<file path="src/rtl/ptp_ts_return.sv">
module ptp_ts_return #(
  parameter int DEPTH = 8,
  parameter int TAG_W = 16,
  parameter int SEC_W = 48,
  parameter int NS_W  = 32,
  parameter int TC_W  = 64,
  parameter int LAT_W = 11
) (
  input  logic                   clk,
  input  logic                   rst_n,
  input  logic                   cmd_valid,
  input  logic [1:0]             cmd_op,
  input  logic [TAG_W-1:0]       cmd_tag,
  input  logic                   sof,
  input  logic [SEC_W+NS_W-1:0]  tod,
  input  logic                   tc_mode,
  input  logic [LAT_W-1:0]       lat_adj,
  output logic                   ts_valid,
  output logic [TAG_W-1:0]       ts_tag,
  output logic [SEC_W+NS_W-1:0]  ts_value,
  output logic                   err_wr_full,
  output logic                   err_rd_empty
);
  localparam int AW   = $clog2(DEPTH);
  localparam int TS_W = SEC_W + NS_W;
  localparam logic [NS_W:0] NS_PER_SEC = (NS_W+1)'(1_000_000_000);

  logic [1:0]       op_mem  [DEPTH];
  logic [TAG_W-1:0] tag_mem [DEPTH];
  logic [AW:0]      wr_ptr, rd_ptr;

  wire full  = (wr_ptr[AW] != rd_ptr[AW]) && (wr_ptr[AW-1:0] == rd_ptr[AW-1:0]);
  wire empty = (wr_ptr == rd_ptr);
  wire push  = cmd_valid && !full;
  wire pop   = sof && !empty;

  wire [1:0]       head_op  = op_mem[rd_ptr[AW-1:0]];
  wire [TAG_W-1:0] head_tag = tag_mem[rd_ptr[AW-1:0]];
  wire             report   = pop && (head_op == 2'b01 || head_op == 2'b10);

  wire [NS_W:0]  ns_sum  = {1'b0, tod[NS_W-1:0]} + (NS_W+1)'(lat_adj);
  wire [NS_W:0]  ns_wrap = ns_sum - NS_PER_SEC;
  wire           carry   = (ns_sum >= NS_PER_SEC);
  wire [SEC_W-1:0] sec_in = tod[TS_W-1:NS_W];
  wire [TS_W-1:0] oc_val = carry ? {sec_in + SEC_W'(1), ns_wrap[NS_W-1:0]}
                                 : {sec_in, ns_sum[NS_W-1:0]};
  wire [TC_W-1:0] tc_sum = tod[TC_W-1:0] + TC_W'(lat_adj);
  wire [TS_W-1:0] tc_val = {{(TS_W-TC_W){1'b0}}, tc_sum};

  always_ff @(posedge clk) begin
    if (push) begin
      op_mem[wr_ptr[AW-1:0]]  <= cmd_op;
      tag_mem[wr_ptr[AW-1:0]] <= cmd_tag;
    end
  end

  always_ff @(posedge clk) begin
    if (!rst_n) begin
      wr_ptr       <= '0;
      rd_ptr       <= '0;
      ts_valid     <= 1'b0;
      ts_tag       <= '0;
      ts_value     <= '0;
      err_wr_full  <= 1'b0;
      err_rd_empty <= 1'b0;
    end else begin
      if (push) wr_ptr <= wr_ptr + 1'b1;
      if (pop)  rd_ptr <= rd_ptr + 1'b1;
      if (cmd_valid && full) err_wr_full  <= 1'b1;
      if (sof && empty)      err_rd_empty <= 1'b1;
      ts_valid <= report;
      if (report) begin
        ts_tag   <= head_tag;
        ts_value <= tc_mode ? tc_val : oc_val;
      end
    end
  end

  wire [AW:0] level = wr_ptr - rd_ptr;

  p_no_overflow_r6: assert property (@(posedge clk) disable iff (!rst_n)
    level <= (AW+1)'(DEPTH));
  p_valid_after_sof_r9: assert property (@(posedge clk) disable iff (!rst_n)
    ts_valid |-> $past(sof));
  p_empty_silent_r8: assert property (@(posedge clk) disable iff (!rst_n)
    (sof && empty) |=> (!ts_valid && err_rd_empty));
  p_full_sticky_r7: assert property (@(posedge clk) disable iff (!rst_n)
    err_wr_full |=> err_wr_full);
  p_empty_sticky_r8: assert property (@(posedge clk) disable iff (!rst_n)
    err_rd_empty |=> err_rd_empty);
  p_tc_upper_zero_r4: assert property (@(posedge clk) disable iff (!rst_n)
    (ts_valid && $past(tc_mode)) |-> (ts_value[TS_W-1:TC_W] == '0));
  p_ns_range_r3: assert property (@(posedge clk) disable iff (!rst_n)
    (ts_valid && !$past(tc_mode) && ($past(tod[NS_W-1:0]) < NS_PER_SEC[NS_W-1:0]))
      |-> ({1'b0, ts_value[NS_W-1:0]} < NS_PER_SEC));
endmodule

</file>
<file path="config.mk">
export PLATFORM = sky130hd
export DESIGN_NAME = ptp_ts_return
export DESIGN_NICKNAME = d
export VERILOG_FILES = /design/src/rtl/ptp_ts_return.sv
export SDC_FILE = /design/constraint.sdc
export NUM_CORES = 1
export LEC_CHECK = 0
export BUFFER_PORTS_ARGS = -buffer_cell sky130_fd_sc_hd__buf_2
export CORE_MARGIN = 2
export CORE_UTILIZATION = 37
export CTS_CLUSTER_DIAMETER = 80
export DETAILED_ROUTE_END_ITERATION = 8
export GPL_ROUTABILITY_DRIVEN = 0
export SLEW_MARGIN = 0
export SYNTH_ARGS = -nofsm -noshare
export SYNTH_HDL_FRONTEND = slang
export SYNTH_SLANG_ARGS = --single-unit
</file>
<file path="constraint.sdc">
create_clock -name clk -period 12.2 [get_ports clk]
set_clock_uncertainty 0.2 [all_clocks]
set_input_delay 0.61 -clock clk [delete_from_list [all_inputs] [get_ports clk]]
set_output_delay 0.61 -clock clk [all_outputs]
set_load 0.1 [all_outputs]
</file>
* Word-level counts from Yosys, hierarchy flattened
Memory sizes are Yosys's and may differ from the RTL's. A register that Yosys moved wholly into a read port is not among the register bits. Index checks and enable logic that the tools add are counted.
Operators by class: add/sub/neg operators 6, $lt $le $gt $ge 1, equal/unequal tests 5, mux-type cells 6, reductions and logical operators 10
Operators with widths (number):
- two-way mux 80 bit | 2
- adder 64 x 11 -> 64 bit | 1
- adder 48 x 1 -> 48 bit, second input constant | 1
- adder 32 x 11 -> 33 bit | 1
- >= comparator 33 x 30 -> 1 bit, second input constant | 1
- subtractor 32 x 30 -> 32 bit, second input constant | 1
- adder 4 x 1 -> 4 bit, second input constant | 2
- logical AND 1 bit | 6
- two-way mux 3 bit | 2
- == test 4 bit | 1
- == test 3 bit | 1
- zero test 1 bit | 3
- == test 2 x 1 -> 1 bit, second input constant | 1
- == test 2 bit, second input constant | 1
- two-way mux 1 bit | 2
- logical OR 1 bit | 1
- inequality test 1 bit | 1
Word-level totals: register bits after elaboration 91, RAM bits 144, bits of input ports 114, output and inout bits 99, memories 2
Memory list:
- tag_mem | words 8, bits a word 16, rd ports 1, clocked after Yosys merged registers in 1, wr ports 1, line 29 | logic [TAG_W-1:0] tag_mem [DEPTH];
- op_mem | words 8, bits a word 2, rd ports 1, clocked after Yosys merged registers in 1, wr ports 1, line 28 | logic [1:0] op_mem [DEPTH];

* Logic depth before layout (Yosys ltp)
Gate-level depths: netlist of the first run.
depth after elaboration 6, gate-level depth with buffers 18

* Least setup slack after synthesis of the first run
Ideal clock, no wire load.
kind in2reg, from input tod[4], to register ts_value[25], setup time 119 ps, data arrival time 4148 ps, setup slack 7733 ps, stages 17, cells stage by stage ha_1 -> buf_6 -> a21o_4 -> a31o_2 -> o2111a_1 -> nor4_2 -> ha_1 -> inv_1 -> a221oi_1 -> o31a_1 -> nor2_1 -> o211ai_2 -> buf_2 -> nand2_1 -> a32oi_1 -> nand3_1 -> a32o_1
Between the ends: cells in the longest elaborated chain, start to end 4
Ends and longest elaborated chain:
- start, declared | line 15 | input logic [SEC_W+NS_W-1:0] tod,
- adder 32 x 11 -> 33 bit | line 41 | wire [NS_W:0] ns_sum = {1'b0, tod[NS_W-1:0]} + (NS_W+1)'(lat_adj);
- subtractor 32 x 30 -> 32 bit / >= comparator 33 x 30 -> 1 bit (equally long branches) | line 42, 43
- two-way mux 80 bit | line 45 | wire [TS_W-1:0] oc_val = carry ? {sec_in + SEC_W'(1), ns_wrap[NS_W-1:0]}
- two-way mux 80 bit * | line 74 | ts_value <= tc_mode ? tc_val : oc_val;
- end signal, assigned | line 74
- end, declared | line 20 | output logic [SEC_W+NS_W-1:0] ts_value,
Every way passes the cells marked *; elsewhere a longest branch is shown, timed or not. A chain may end at the register's enable or synchronous reset.

* Worst setup path after layout of the first run
from input tod[4], to register ts_value[42]
Between the ends: cells in the longest elaborated chain, start to end 4
Ends and longest elaborated chain:
- adder 32 x 11 -> 33 bit | line 41
- >= comparator 33 x 30 -> 1 bit | line 43 | wire carry = (ns_sum >= NS_PER_SEC);
- two-way mux 80 bit | line 45
- two-way mux 80 bit * | line 74
Marked as above.

==> results of run 1 <==
[layout make-up]
cell class                      count  share of cell area [%]
Antenna cell                        4                  0.0663
Timing Repair Buffer              228                    7.83
Multi-Input combinational cell    749                    38.0
Inverter                           24                   0.597
Clock inverter                      8                   0.995
Sequential cell                   254                    43.3
Clock buffer                       46                    5.51
Tap cell                          448                    3.72
[final timing paths]
check / startpoint / end / cells past startpoint
setup / recovery: tod[4] / ts_value[42] / 16
hold / removal: cmd_tag[1] / tag_mem[7][1] / 1
setup reg to reg: rd_ptr[0] / ts_value[15] / 11
hold reg to reg: ts_value[67] / ts_value[67] / 2
[registers in the layout, indices dropped and copies added (netlist names), 4 cells and up, named ones only]
register / cells
ts_tag: 16
op_mem: 16
ts_value: 80
rd_ptr: 4
wr_ptr: 4
tag_mem: 128
[kinds of logic (layout without fill, tap and decap cells)]
family                   count (synthesis)  in the layout  synth area share, %
flip-flops                             254            254                 52.1
adder cells (fa/ha/maj)                 16             16                 1.66
multiplexers                            75             75                 9.60
other                                    0              4                    0
XOR/XNOR                                93             93                 6.57
AO/OA/AOI/OAI                          259            259                 15.4
AND/OR/NAND/NOR                        306            306                 12.3
buffers and inverters                   76            306                 2.41
[cell usage in the layout, fill, tap and decap left out, types with 6 or more instances in the layout]
| master | n |
|---|---|
| buf_2 | 212 |
| edfxtp_1 | 144 |
| nand2_1 | 114 |
| dfxtp_1 | 109 |
| a21oi_1 | 55 |
| xor2_1 | 51 |
| o21ai_0 | 41 |
| xnor2_1 | 41 |
| nand3_1 | 39 |
| mux2i_1 | 39 |
| mux4_2 | 36 |
| nor2_1 | 30 |
| clkbuf_16 | 30 |
| o211a_1 | 28 |
| inv_1 | 24 |
| o21ai_1 | 24 |
| nor2b_1 | 22 |
| and3_1 | 19 |
| and2_1 | 17 |
| o211ai_1 | 17 |
| buf_4 | 16 |
| ha_1 | 15 |
| nand4_1 | 14 |
| nor3_1 | 14 |
| clkbuf_1 | 14 |
| a211oi_1 | 12 |
| a21o_1 | 9 |
| o21a_1 | 7 |
| a311oi_1 | 7 |
| a21boi_0 | 6 |
[power by group through the flow]
| stage | clock, mW | combinational [mW] | sequential (mW) |
|---|---|---|---|
| 2_1_floorplan | 0 | 0.246 | 1.33 |
| 3_3_place_gp | 0 | 0.709 | 1.01 |
| 3_5_place_dp | 0 | 0.714 | 1.01 |
| 4_1_cts | 0.908 | 0.715 | 0.993 |
| 5_1_grt | 0.942 | 0.750 | 0.999 |
| 6_report | 0.885 | 0.711 | 0.993 |
[metal layers]
metal  track usage, %  part of all wire (%)  vias to the layer above  wire [microns]
met5                0                  0.10                        -              34
met4             4.57                   2.1                        6             689
met3             3.43                   5.7                       54            1860
met2             30.4                    48                      291           15600
li1                 -                     -                     4478               -
met1             23.7                    44                     4494           14500
[worst max-delay path, cell delays in order]
cell and delay [ns]:
buf_2 0.10, ha_1 0.43, a21o_4 0.30, a31o_2 0.28, o2111a_1 0.27, nor4_2 0.48
ha_1 0.29, inv_1 0.06, a221oi_1 0.34, o31a_1 0.24, nor2_1 0.09, o211ai_2 0.83
nand3_1 0.54, nand4_1 0.27, xor2_1 0.17, a21oi_1 0.08
[through the flow]
| stage | cell area, sq um | hold slack (ns) | util [%] |
|---|---|---|---|
| 2_1_floorplan | 12500 | 0.300 | - |
| 3_3_place_gp | 14100 | 0.231 | 42.1 |
| 3_5_place_dp | 14100 | 0.238 | 42.1 |
| 4_1_cts | 15100 | 0.0673 | 45.1 |
| 5_1_grt | 15100 | 0.0817 | 45.1 |
| 6_report | 15100 | 0.0953 | 45.1 |
==> impl_metrics.tcl, run 1 <==
set metrics [dict create \
    synthTopCellsByCount "edfxtp_1, nand2_1, dfxtp_1" \
    ys.flop_type "edfxtp_1" \
    num_rows 67 \
    synth.largest_area_cell "edfxtp_1" \
    p_sw_share_pct 35.5 \
    io-pin-count 213 \
    cts_buffers 30 \
    ir_worst_vdd_uv 149 \
    grt_overflow 0 \
    num_vias 9323 \
    maxSlewViolCount 0 \
    grt_max_degree 85 \
    antenna_left 0 \
    power.density_nw_per_um2 172 \
    grt_pass1_wl_mm 50.5 \
    syn_nets 1209 \
    regArea_sq_um 6530 \
    multiInputGateArea_sq_um 5740 \
    internal_power_mw 1.67 \
    maxCapViolations 0 \
    ys_ff_latch 254 \
    crit_type "in -> reg" \
    fmax_mhz 194 \
    worstSetupStartpointType "primary input" \
    yosysMostFrequentCell "edfxtp_1" \
    worstSkewPairLatency_ns 0.58 \
    ys_warn_count 0 \
    ys_seq_area_share_pct 52.1 \
    cts_buffer_depth 3 \
    sequentialPowerShare_pct 38.4 \
    report.final.hold_viol_count 0 \
    dp_hpwl_mm 22.3 \
    core_area_sq_um 33400 \
    switchingPower_mw 0.919 \
    dp.cells 1703 \
    first_global_vias 8987 \
    fin_crit_ns 5.16 \
    cp.arrival_ns 5.37 \
    leakage_nw 5.82 \
    fin_nets 1417 \
    root_buffer "clkbuf_16" \
    netlist_top_cells_area "edfxtp_1, dfxtp_1, mux4_2" \
    hold_path.class "in -> reg" \
    total_power_mw 2.59 \
    track_usage_pct 17.9 \
    status "complete, no violations" \
    clk_pin_slew_ns 0.06 \
    finalWorstSetupSlack_ns 7.04 \
    die_area_sq_um 35300 \
    cts_tree "done" \
    antenna_found_initial 6 \
    rsz0062_at_grt "false" \
    die_x_microns 188 \
    htreeDepth 1 \
    fin_crit_sh_pct 42.3 \
    via_per_inst 5.29 \
    relSlewSlack_pct 24.2 \
    routed_wl_mm 32.7 \
    syn_area_sq_um 12500 \
    syn_avg_cell_area_sq_um 11.6 \
    synth_top_area_share_pct 34.5 \
    worst_ep_required_time_ns 12.41 \
    cp-end-kind "flop" \
    clock_power_share_pct 34.2 \
    syn2layout_area_growth_pct 20.5 \
    synth_cells 1079 \
    die-height_microns 188 \
    layout-drive-gt1-share_pct 26.4 \
    tightestPinTransition_ns 1.13 \
    layout.cells.non_filler 1761 \
    drtPass1Iterations 5 \
    synth_edf_count 144 \
    cp_max_fo 23 \
    cts-hold-fix-buffers 0 \
    fill_cells 3155 \
    start_util_pct 37.4 \
    r2r_setup_slack_ns 8.15 \
    synth.distinct_cells 80 \
    dpl_worst_slack_ns 6.51 \
    avgRoutedWirePerCell_microns 18.6 \
    p_comb_share_pct 27.5 \
    setup_violations 0 \
    drc 0 \
    clkSinkCount 254 \
    async_flop_share_pct 0 \
    drt_iter0_drc 631 \
    cts_setup_buffers 0 \
    final.setup.tns_ns 0 \
    portBuffers 212 \
    cts_resized 0 \
]
(Power assumes the default switching activity.)
==> run 2: changes to the inputs <==
- clock period: 12.2 -> 5.3 ns (I/O delays scaled with it)
==> impl_metrics.tcl, run 2 (same netlist as run 1, synthesis figures left out) <==
set metrics [dict create \
    dpl_worst_slack_ns 0.325 \
    cts_tree "done" \
    fin_crit_ns 4.98 \
    io-pin-count 213 \
    root_buffer "clkbuf_16" \
    cp_max_fo 8 \
    tightestPinTransition_ns 0.891 \
    core_area_sq_um 33400 \
    num_vias 9729 \
    num_rows 67 \
    track_usage_pct 18.5 \
    final.setup.tns_ns 0 \
    total_power_mw 6.03 \
    worstSkewPairLatency_ns 0.57 \
    htreeDepth 1 \
    maxSlewViolCount 0 \
    avgRoutedWirePerCell_microns 18.0 \
    final_common_cell "buf_2" \
    layout.cells.non_filler 1860 \
    cts_buffer_depth 3 \
    via_per_inst 5.23 \
    diodes 0 \
    dp_hpwl_mm 22.1 \
    fmax_mhz 201 \
    cp.arrival_ns 5.20 \
    fin_nets 1518 \
    cts_setup_buffers 0 \
    drc 0 \
    rsz0062_at_grt "false" \
    grt_pass1_wl_mm 52.1 \
    crit_type "in -> reg" \
    drt_iter0_drc 520 \
    regArea_sq_um 6530 \
    routed_wl_mm 33.4 \
    fill_cells 2991 \
    drtPass1Iterations 6 \
    cp-end-kind "flop" \
    relSlewSlack_pct 40.6 \
    die-height_microns 188 \
    first_global_vias 9456 \
    syn2layout_area_growth_pct 29.0 \
    layout_common_cells "buf_2, edfxtp_1, nand2_1" \
    maxCapViolations 0 \
    start_util_pct 37.4 \
    dp.cells 1708 \
    die_x_microns 188 \
    multiInputGateArea_sq_um 5760 \
    layout-drive-gt1-share_pct 25.7 \
    fin_crit_sh_pct 93.9 \
    worstSetupStartpointType "primary input" \
    finalWorstSetupSlack_ns 0.322 \
    worst_ep_required_time_ns 5.52 \
    cts_buffers 30 \
    antenna_left 0 \
    ir_worst_vdd_uv 326 \
    grt_overflow 0 \
    clkSinkCount 254 \
    leakage_nw 6.28 \
    report.final.hold_viol_count 0 \
    hold_path.class "in -> reg" \
    grt_max_degree 125 \
    clk_pin_slew_ns 0.06 \
    status "complete, no violations" \
    die_area_sq_um 35300 \
    antenna_found_initial 0 \
    power.density_nw_per_um2 374 \
    portBuffers 212 \
    final_core_util_pct 48.3 \
    setup_violations 0 \
    largest_reg_flops 128 \
]
run 2: final cells by class:
cell class | instances | area share (%)
inverter | 24 | 0.558
clock inverter | 22 | 1.37
sequential | 254 | 40.4
multi-input combinational | 749 | 35.7
tap | 448 | 3.47
timing repair buffer | 329 | 13.6
clock buffer | 34 | 4.93
run 2: report_power, final:
group / switching (mW) / internal (mW)
clock: 0.851 / 1.19
sequential: 0.0708 / 2.21
combinational: 1.25 / 0.453
run 2: metal layers:
layer | GRT usage [%] | vias up | share of wire (%)
met5 | 0 | - | 0
met4 | 5.18 | 0 | 2.7
met3 | 3.03 | 63 | 5.1
met2 | 31.6 | 304 | 48
met1 | 24.2 | 4667 | 44
li1 | - | 4695 | -
run 2: worst paths after layout:
kind                start  cells past startpoint           end  slack, ns
min reg2reg  ts_value[75]                      2  ts_value[75]       0.24
min                 rst_n                      3  ts_value[30]       0.05
max                tod[0]                     17  ts_value[75]       0.32
max reg2reg     rd_ptr[1]                     10  ts_value[64]       2.05
run 2: metrics by stage:
stage          hold WS [ns]  instance area (sq um)
5_1_grt              0.0554                  16100
4_1_cts              0.0199                  16100
3_5_place_dp          0.239                  14100
2_1_floorplan         0.164                  12500
3_3_place_gp          0.233                  14100
6_report             0.0459                  16100
run 2: critical path, stage by stage:
cell and delay, ns:
buf_2 0.08, ha_1 0.16, inv_1 0.05, fa_1 0.40, and2b_2 0.28, o2111ai_4 0.18
a211oi_2 0.59, o211ai_1 0.20, xor2_1 0.51, o2111ai_1 0.27, o41ai_4 0.36, o21ai_2 0.20
a2111oi_4 0.65, nand3_1 0.16, xor2_1 0.19, dlygate4sd3_1 0.59, o21ai_1 0.06
run 2: repair_timing:
action | 4_1_cts | 5_1_grt
hold buffers | 96 | 0
setup endpoints to repair | 0 | 2
gates resized for setup | 0 | 2
endpoints found under the hold margin | 204 | 0
==> run 3: changes to the inputs <==
- CELL_PAD_IN_SITES_DETAIL_PLACEMENT: unset -> 0
- CELL_PAD_IN_SITES_GLOBAL_PLACEMENT: unset -> 1
- PLACE_DENSITY_LB_ADDON: unset -> 0.1
==> impl_metrics.tcl, run 3 (same netlist as run 1, synthesis figures left out) <==
set metrics [dict create \
    layout_common_cells "buf_2, edfxtp_1, nand2_1" \
    dp.cells 1707 \
    largest_reg_flops 128 \
    cp-end-kind "flop" \
    htreeDepth 1 \
    antenna_found_initial 0 \
    die-height_microns 188 \
    via_per_inst 5.17 \
    diodes 0 \
    grt_overflow 0 \
    maxSlewViolCount 0 \
    fin_area_sq_um 16300 \
    layout-drive-gt1-share_pct 25.4 \
    die_x_microns 188 \
    fin_crit_sh_pct 96.3 \
    hp-start "tod[30]" \
    layout.cells.non_filler 1870 \
    routed_wl_mm 34.7 \
    syn2layout_area_growth_pct 30.1 \
    first_global_vias 9614 \
    setup_violations 0 \
    track_usage_pct 19.4 \
    drt_iter0_drc 404 \
    cp.arrival_ns 5.35 \
    final.setup.tns_ns 0 \
    status "complete, no violations" \
    clkSinkCount 254 \
    num_rows 67 \
    fmax_mhz 196 \
    r2r_setup_slack_ns 1.51 \
    root_buffer "clkbuf_16" \
    hold_path.class "in -> reg" \
    portBuffers 212 \
    final_core_util_pct 48.7 \
    final_common_cell "buf_2" \
    fin_crit_ns 5.10 \
    report.final.hold_viol_count 0 \
    clk_pin_slew_ns 0.06 \
    worst_ep_required_time_ns 5.55 \
    maxCapViolations 0 \
    dpl-instance-area_sq_um 14100 \
    tightestPinTransition_ns 0.972 \
    leakage_nw 6.35 \
    drtPass1Iterations 5 \
    start_util_pct 37.4 \
    drc 0 \
    avgRoutedWirePerCell_microns 18.5 \
    rsz0062_at_grt "true" \
    num_vias 9673 \
    worstReg2RegEnd "ts_value[51]" \
    fin_nets 1528 \
    relSlewSlack_pct 35.2 \
    fill_cells 3108 \
    crit_type "in -> reg" \
    cts_buffer_depth 3 \
    multiInputGateArea_sq_um 5780 \
    core_area_sq_um 33400 \
    cts_buffers 30 \
    io-pin-count 213 \
    worstSetupStartpointType "primary input" \
    die_area_sq_um 35300 \
    cts_setup_buffers 0 \
    worstSkewPairLatency_ns 0.59 \
    grt_max_degree 92 \
    reg2reg_depth 8 \
    hold_depth 4 \
    dp_hpwl_mm 23.5 \
    grt_pass1_wl_mm 54.3 \
    cts_tree "done" \
    hold_end "ts_value[30]" \
    total_power_mw 6.15 \
    power.density_nw_per_um2 378 \
    antenna_left 0 \
    cp_max_fo 23 \
    regArea_sq_um 6530 \
    ir_worst_vdd_uv 342 \
]
[run 3: cell count changes in the layout (fill, tap and decap cells not counted), moves of 2 or more]
| cell | previous run | this run |
|---|---|---|
| clkinvlp_4 | 3 | 5 |
| clkinv_1 | 3 | 6 |
| bufinv_16 | 2 | 5 |
| clkbuf_8 | 3 | 0 |
| dlygate4sd3_1 | 96 | 107 |
| clkinv_2 | 7 | 5 |
| inv_6 | 2 | 0 |
[run 3: timing repair]
item	CTS	global route
hold buffers	107	0
endpoints found under the setup margin	0	7
endpoints found under the hold margin	208	0
gates resized for setup	0	5
[run 3: layout make-up]
class | count | share of cell area (%)
clock buffer | 31 | 4.63
clock inverter | 25 | 1.81
inverter | 24 | 0.553
multi-input combinational | 749 | 35.5
sequential | 254 | 40.1
tap | 448 | 3.44
timing repair buffer | 339 | 14.0
[run 3: power breakdown]
group,total [mW],switching [mW],internal [mW]
Sequential,2.28,0.0700,2.21
Combinational,1.73,1.26,0.466
Clock,2.14,0.850,1.29
Total,6.15,2.18,3.97
[run 3: per-stage QoR]
stage / setup slack [ns] / hold WS, ns
2_1_floorplan: 1.18 / 0.164
3_3_place_gp: 0.550 / 0.235
3_5_place_dp: 0.452 / 0.240
4_1_cts: 0.0252 / 0.00427
5_1_grt: 0.0146 / 0.0411
6_report: 0.196 / 0.0317
[run 3: worst max-delay path by stage]
stage	to	start	cells after the start
finish	ts_value[53]	tod[0]	19
global route	ts_value[53]	tod[0]	19
CTS	ts_value[38]	tod[4]	19
detailed placement	ts_value[15]	tod[4]	17
global placement	ts_value[15]	tod[4]	17
floorplan	ts_value[25]	tod[4]	17
[run 3: layer usage]
metal / part of all wire (%) / track usage [%] / routed length, microns
met3: 4.0 / 3.05 / 1400
met4: 2.7 / 5.75 / 932
met5: 0 / 0 / 0
met2: 47 / 32.1 / 16400
met1: 46 / 26.3 / 15900
[run 3: worst max-delay path: stages]
cell           delay [ns]
buf_2                0.08
ha_1                 0.16
inv_1                0.05
fa_1                 0.39
and2b_2              0.28
o2111ai_4            0.19
a211oi_4             0.46
o211ai_1             0.17
xor2_1               0.45
nand2_1              0.19
o41ai_4              0.38
o211ai_2             0.10
buf_4                0.24
a31oi_4              0.33
nand3_1              0.16
xor2_1               0.17
dlygate4sd3_1        0.58
a21oi_1              0.07
dlygate4sd3_1        0.60
